[src/rtl/pcnt_pkg.sv]
// Package: shared defaults for the prescaled counter.
// Assumes: both field widths are at least one bit.
package pcnt_pkg;
    parameter int unsigned PCNT_LOW_W_DEF  = 3;
    parameter int unsigned PCNT_HIGH_W_DEF = 7;
endpackage

[src/rtl/pcnt_prescaler.sv]
// Module: pcnt_prescaler
// Fast low field of the counter. Each bit toggles when enable is high and all
// lower bits are ones (a short AND chain, LOW_W deep). A registered flag mirrors
// "low field is all ones"; the outgoing step strobe is that flag ANDed with the
// enable, so downstream logic sees one gate after a flop.
// Assumes: LOW_W >= 1, synchronous active-low reset.
module pcnt_prescaler #(
    parameter int unsigned LOW_W = pcnt_pkg::PCNT_LOW_W_DEF
) (
    input  logic             clk,
    input  logic             rst_n,
    input  logic             en_i,
    output logic [LOW_W-1:0] low_o,
    output logic             step_o
);
    localparam logic [LOW_W-1:0] LOW_ONE = LOW_W'(1);

    logic [LOW_W-1:0] low_q;
    logic [LOW_W-1:0] low_d;
    logic [LOW_W:0]   tog_chain;
    logic             full_q;

    assign tog_chain[0] = en_i;

    // Per-bit toggle logic: bit i flips when enabled and all lower bits are one.
    genvar gi;
    generate
        for (gi = 0; gi < LOW_W; gi++) begin : g_bit
            assign low_d[gi]         = low_q[gi] ^ tog_chain[gi];
            assign tog_chain[gi + 1] = tog_chain[gi] & low_q[gi];
        end
    endgenerate

    // Low field register and its registered all-ones flag.
    always_ff @(posedge clk) begin
        if (!rst_n) begin
            low_q  <= '0;
            full_q <= 1'b0;
        end else begin
            low_q  <= low_d;
            full_q <= &low_d;
        end
    end

    // Step strobe for the high field: flag gated by enable.
    always_comb begin
        step_o = full_q & en_i;
    end

    assign low_o = low_q;

    AST_LOW_STEP: assert property (@(posedge clk) disable iff (!rst_n)
        en_i |=> low_q == $past(low_q) + LOW_ONE);
    AST_LOW_HOLD: assert property (@(posedge clk) disable iff (!rst_n)
        !en_i |=> $stable(low_q));
    AST_STROBE_AT_WRAP: assert property (@(posedge clk) disable iff (!rst_n)
        step_o == tog_chain[LOW_W]);
endmodule

[src/rtl/pcnt_ripple_section.sv]
// Module: pcnt_ripple_section
// Slow high field of the counter. Its +1 value is formed by a plain ripple
// chain of half adders that reads only this field's own register. The field
// changes at most once every 2^LOW_W cycles, so the chain is a multicycle path.
// Assumes: HIGH_W >= 1, step_i is high for single cycles only, synchronous
// active-low reset.
module pcnt_ripple_section #(
    parameter int unsigned HIGH_W = pcnt_pkg::PCNT_HIGH_W_DEF
) (
    input  logic              clk,
    input  logic              rst_n,
    input  logic              step_i,
    output logic [HIGH_W-1:0] high_o
);
    localparam logic [HIGH_W-1:0] HIGH_ONE = HIGH_W'(1);

    logic [HIGH_W-1:0] high_q;
    logic [HIGH_W-1:0] inc_sum;
    logic [HIGH_W-1:0] rip_c;

    assign rip_c[0] = 1'b1;

    // Ripple chain: one half adder per bit, carry passed to the next bit.
    genvar gi;
    generate
        for (gi = 0; gi < HIGH_W; gi++) begin : g_cell
            assign inc_sum[gi] = high_q[gi] ^ rip_c[gi];
            if (gi < HIGH_W - 1) begin : g_carry
                assign rip_c[gi + 1] = high_q[gi] & rip_c[gi];
            end
        end
    endgenerate

    // High field register: loads the settled sum on a step strobe.
    always_ff @(posedge clk) begin
        if (!rst_n) begin
            high_q <= '0;
        end else if (step_i) begin
            high_q <= inc_sum;
        end
    end

    assign high_o = high_q;

    AST_HIGH_HOLD: assert property (@(posedge clk) disable iff (!rst_n)
        !step_i |=> $stable(high_q));
    AST_HIGH_STEP: assert property (@(posedge clk) disable iff (!rst_n)
        step_i |=> high_q == $past(high_q) + HIGH_ONE);
endmodule

[src/rtl/prescaled_counter.sv]
// Module: prescaled_counter (top)
// Non-loadable up-counter: a fast prescaler for the low LOW_W bits and a
// ripple-carry high field of HIGH_W bits stepped by the prescaler's strobe.
// The output is straight binary every cycle; there is no deskew stage.
// Assumes: the path from the high field register through its ripple chain
// is constrained as a 2^LOW_W cycle multicycle path by the integrator.
module prescaled_counter #(
    parameter int unsigned LOW_W  = pcnt_pkg::PCNT_LOW_W_DEF,
    parameter int unsigned HIGH_W = pcnt_pkg::PCNT_HIGH_W_DEF
) (
    input  logic                    clk,
    input  logic                    rst_n,
    input  logic                    cnt_en,
    output logic [LOW_W+HIGH_W-1:0] count
);
    localparam int unsigned TOTAL_W = LOW_W + HIGH_W;

    logic [LOW_W-1:0]  low_val;
    logic [HIGH_W-1:0] high_val;
    logic              high_step;

    pcnt_prescaler #(.LOW_W(LOW_W)) u_pre (
        .clk    (clk),
        .rst_n  (rst_n),
        .en_i   (cnt_en),
        .low_o  (low_val),
        .step_o (high_step)
    );

    pcnt_ripple_section #(.HIGH_W(HIGH_W)) u_high (
        .clk    (clk),
        .rst_n  (rst_n),
        .step_i (high_step),
        .high_o (high_val)
    );

    // Output assembly: fields concatenated, no extra logic.
    assign count = {high_val, low_val};

    AST_RESET_CLEAR: assert property (@(posedge clk)
        !rst_n |=> count == '0);
    AST_FULL_WRAP: assert property (@(posedge clk) disable iff (!rst_n)
        (cnt_en && (&count)) |=> count == '0);
    AST_WRAP_SAME_EDGE: assert property (@(posedge clk) disable iff (!rst_n)
        (cnt_en && (&count[LOW_W-1:0]))
        |=> count[TOTAL_W-1:LOW_W] == $past(count[TOTAL_W-1:LOW_W]) + 1'b1);
endmodule

[config.mk]
export PLATFORM = sky130hd
export DESIGN_NAME = prescaled_counter
export DESIGN_NICKNAME = d
export VERILOG_FILES = /design/src/rtl/pcnt_pkg.sv /design/src/rtl/pcnt_prescaler.sv /design/src/rtl/pcnt_ripple_section.sv /design/src/rtl/prescaled_counter.sv
export SDC_FILE = /design/constraint.sdc
export NUM_CORES = 1
export LEC_CHECK = 0
export BUFFER_PORTS_ARGS = -buffer_cell sky130_fd_sc_hd__buf_2
export CELL_PAD_IN_SITES_DETAIL_PLACEMENT = 1
export CELL_PAD_IN_SITES_GLOBAL_PLACEMENT = 1
export CORE_AREA = 2 2 39 41
export CTS_CLUSTER_DIAMETER = 150
export DETAILED_ROUTE_END_ITERATION = 10
export DIE_AREA = 0 0 41 43
export PLACE_DENSITY_LB_ADDON = 0.2
export SLEW_MARGIN = 30
export SYNTH_ARGS = -nofsm -noshare
export SYNTH_HDL_FRONTEND = slang
export SYNTH_HIERARCHICAL = 1
export SYNTH_SLANG_ARGS = --single-unit
[constraint.sdc]
create_clock -name clk -period 3.47 [get_ports clk]
set_input_delay 0 -clock clk [delete_from_list [all_inputs] [get_ports clk]]
set_output_delay 0 -clock clk [all_outputs]
set_load 0.1 [all_outputs]
**Word-level counts from Yosys, hierarchy flattened**

Index checks and enable logic that the tools add are counted.

- Bits in registers: 11
- Input bits: 3
- Word-level logic and storage cells: 22

- Bitwise operators: 18
- Reduce and logical (&&, ||, !) cells: 1

Operators by type and width:

| kind | count |
|---|---|
| XOR 1 bit | 9 |
| bitwise AND 1 bit | 8 |
| AND reduction 3 bit | 1 |
| NOT 1 bit | 1 |

**Depth between registers and ports, before layout**

- Depth in word-level cells: 6
- Gate-level depth with buffers: 7
- Mapped depth without buffers: 7

**Cells and area by module**

The synthesis kept the hierarchy.

Modules (own cells, without submodules):

| module | times used | cells each | area an instance (um2) | sequential area each (um2) |
|---|---|---|---|---|
| pcnt_ripple_section | 1 | 29 | 334.1 | 140.1 |
| pcnt_prescaler | 1 | 12 | 146.4 | 80.1 |

**Worst setup path after synthesis**

No wires, ideal clock.

- Path type: reg2reg
- From: register u_high.high_q[0], in the netlist u_high/high_o[0]
- To: register u_high.high_q[5], in the netlist u_high/high_o[5]
- Arrival time: 2,039 ps
- Data required time: 3,350 ps
- Setup slack: 1,311 ps
- Stages on the path, launching flop included: 8
- Clock period less this slack: 2,159 ps
- Cell sequence: dfxtp_1 > ha_1 > ha_1 > ha_1 > ha_1 > ha_1 > mux2i_1 > nor2b_1

- Cells in the longest elaborated chain, start to end: 5

RTL lines:

| item | RTL line | RTL |
|---|---|---|
| from (decl) | pcnt_ripple_section.sv:17 | `logic [HIGH_W-1:0] high_q;` |
| from (signal assigned) | pcnt_ripple_section.sv:39 | `high_q <= inc_sum;` |
| bitwise AND 1 bit (4 in series) | pcnt_ripple_section.sv:29 | `assign rip_c[gi + 1] = high_q[gi] & rip_c[gi];` |
| XOR 1 bit | pcnt_ripple_section.sv:27 | `assign inc_sum[gi] = high_q[gi] ^ rip_c[gi];` |
| via u_high.inc_sum[5] | pcnt_ripple_section.sv:18 | `logic [HIGH_W-1:0] inc_sum;` |

The timed path passes the listed nets, and every way through them passes these cells.
A chain may end at the register's enable or synchronous reset.

**Worst setup path in the final report**

Same ends and word-level chain as after synthesis.

==> results.txt <==
Setup TNS: 0 ns
Most numerous cell in the Yosys netlist: dfxtp_1
Routed vias/inst: 4.63
Cell internal pwr: 0.180 mW
Yosys reg bits: 11
Crit path buf inv count: 0
Worst path slowest cell: dfxtp_1
Die width: 41 µm
Sequential element share of the synthesized area: 45.8%
Max-slew violation count: 0
RSZ-0062 raised after global routing: false
Vias: 333
H-tree Lvls: 1
Clk_skew: 0.00135 ns
Number of port buffers: 12
Yosys top cell area share: 45.8%
Maxcap violations: 0
Final WS setup: 1.84 ns
Period utilization: 47.0%
Core Box Area: 1380 µm²
Share of cells above drive strength 1: 28.6%
Crit path max-delay family: adder cells
Clock network power share: 35.8%
Initial DRC count: 2
Mean Syn Cell Area: 11.7 µm²
Post-CTS Setup Repair Bufs: 0
Reg-to-reg startpoint: u_high/high_o[0]
First-pass GRT wire length: 1460 µm
Combinational power share: 12.0%
P per Cell Area: 433 nW/µm²
Leakage: 0.309 nW
Vias in the first global route: 323
Latest clock arrival within the worst-skew pair: 0.27 ns
Worst IR Drop VDD: 0.169 mV
Post-synthesis async set-or-reset flop share: 0%
Clock Path Buffers: 2
Status: complete, no violations
Area contributors post-synth: dfxtp_1, ha_1, mux2i_1
CTS tree: done
# rows: 14
Num Clock Sinks: 11
R2R Setup Slk: 1.84 ns
Crit path required time: 3.64 ns
Initial Util: 34.7%
Sequential power share: 52.3%
Layout area overhead: 19.8%
R2r endpoint: u_high/high_o[5]
Final setup vio count: 0
CTS Buf Count: 3
DIE AREA: 1760 µm²
Sw power: 0.0699 mW
N_diodes: 0
Clock tree root buffer cell: clkbuf_4
Hpwl dp: 720 µm
Mapped Nets: 51
Max_slew headroom: 67.8%
Worst path arrival time: 1.80 ns
Post-Route WL: 924 µm
Antenna-violating nets left: 0
Slowest stage delay, CP: 0.34 ns
Warnings, synthesis: 6
Number of synthesized flops with an enable pin: 0
Placer Congestion: 0.584
Switching share of power: 28.0%
Area leader, netlist: dfxtp_1
Setup crit end kind: register
IO Pins: 13
Overflow after GRT: 0
Worst hold stages: 3
GRT Resource Usage Total: 13.0%
Fin. Hold Viols: 0
Worst Setup Start Kind: register
Crit path max fanout: 3
Largest net degree at the start of global routing: 12
Fin nets: 67
Top FF cell, synth: dfxtp_1
Area of the mapped netlist: 480 µm²
DRC Markers: 0
Clock-pin slew on the worst setup and hold paths: 0.07 ns
Post-Syn Instances: 41
Cts hold-fix bufs: 0
Worst hold path class: input port to register
R2R depth: 7
Worst slew pin tran: 0.487 ns
Crit path kind: register to register
Worst path cell trace: ha_1 > ha_1 > ha_1 > ha_1 > ha_1 > mux2i_1 > nor2b_1
Hold path start: rst_n
Period minus WS final: 1.63 ns
Most frequent cell on the critical path: ha_1
Place WS: 1.84 ns
Commonest cells in the netlist: dfxtp_1, ha_1, mux2i_1
First drt pass iteration count: 2
Die Y: 43 µm
Wirelength per Cell: 12.8 µm
Post-CTS Resized: 0
WHS Endpoint: u_high/high_o[6]
Initial antenna violation count: 0
Max Fclk: 613 MHz
Yosys cell types: 11
-- routing by layer --
metal  GRT usage (%)  vias to the layer above  part of all wire (%)
met1            14.4                      157                    41
li1                -                      166                     -
met3            3.14                        2                   4.3
met2            20.9                        8                    53
met4            8.00                        0                   1.7
met5               0                        -                     0
-- worst min-delay path: stages --
cell      delay (ns)
buf_2           0.15
nand2b_1        0.08
mux2i_1         0.05
-- sequential cells by signal, indices dropped and copies added (netlist names) --
register,flops
u_pre/full_q,1
u_pre/low_o,3
u_high/high_o,7
-- cell families (layout without fill, tap and decap cells) --
kind of cell / after synthesis / count (layout) / share of synthesized area, %
fa+ha+maj: 7 / 7 / 18.2
simple gates: 14 / 14 / 17.4
buf+inv: 1 / 16 / 2.34
flops: 11 / 11 / 45.8
mux: 6 / 6 / 12.5
xor+xnor: 2 / 2 / 3.65
-- power by group through the flow --
| stage | registers (mW) | logic, mW | clock network (mW) |
|---|---|---|---|
| 2_1_floorplan | 0.151 | 0.00491 | 0 |
| 3_3_place_gp | 0.133 | 0.0281 | 0 |
| 3_5_place_dp | 0.133 | 0.0302 | 0 |
| 4_1_cts | 0.130 | 0.0303 | 0.0935 |
| 5_1_grt | 0.130 | 0.0312 | 0.0990 |
| 6_report | 0.130 | 0.0299 | 0.0892 |
-- cell type report --
type / instances / area, µm²
multi-input combinational: 29 / 249
sequential: 11 / 220
timing repair buffer: 12 / 60.1
tap: 16 / 20.0
clock buffer: 4 / 26.3
fill: 170 / 808
-- worst max path at each step --
stage                startpoint               end  slack, ns  depth (start not counted)
3_5_place_dp   u_high/high_o[0]  u_high/high_o[5]       1.84                          7
5_1_grt        u_high/high_o[0]  u_high/high_o[5]       1.73                          7
4_1_cts        u_high/high_o[0]  u_high/high_o[5]       1.83                          7
3_3_place_gp   u_high/high_o[0]  u_high/high_o[5]       1.87                          7
6_report       u_high/high_o[0]  u_high/high_o[5]       1.84                          7
2_1_floorplan  u_high/high_o[0]  u_high/high_o[5]       1.31                          7
-- stage by stage --
step	total power, mW	instances	hold WS [ns]	instance area (µm²)	utilization (%)
floorplan	0.156	41	0.122	480	-
global placement	0.161	68	0.330	549	39.7
detailed placement	0.163	68	0.350	549	39.7
CTS	0.254	72	0.0541	576	41.6
global route	0.261	72	0.0670	576	41.6
finish	0.249	72	0.0581	576	41.6
-- layout by cell type, fill, tap and decap left out --
cell / instances
nand2b_1: 1
nor2b_1: 5
clkbuf_4: 3
and2_1: 4
buf_2: 12
nand2_1: 2
and2_2: 1
and3_1: 1
dfxtp_1: 11
clkbuf_1: 1
ha_1: 7
xor2_1: 2
mux2i_1: 6
No activity file was read; power rests on OpenSTA's default activity.
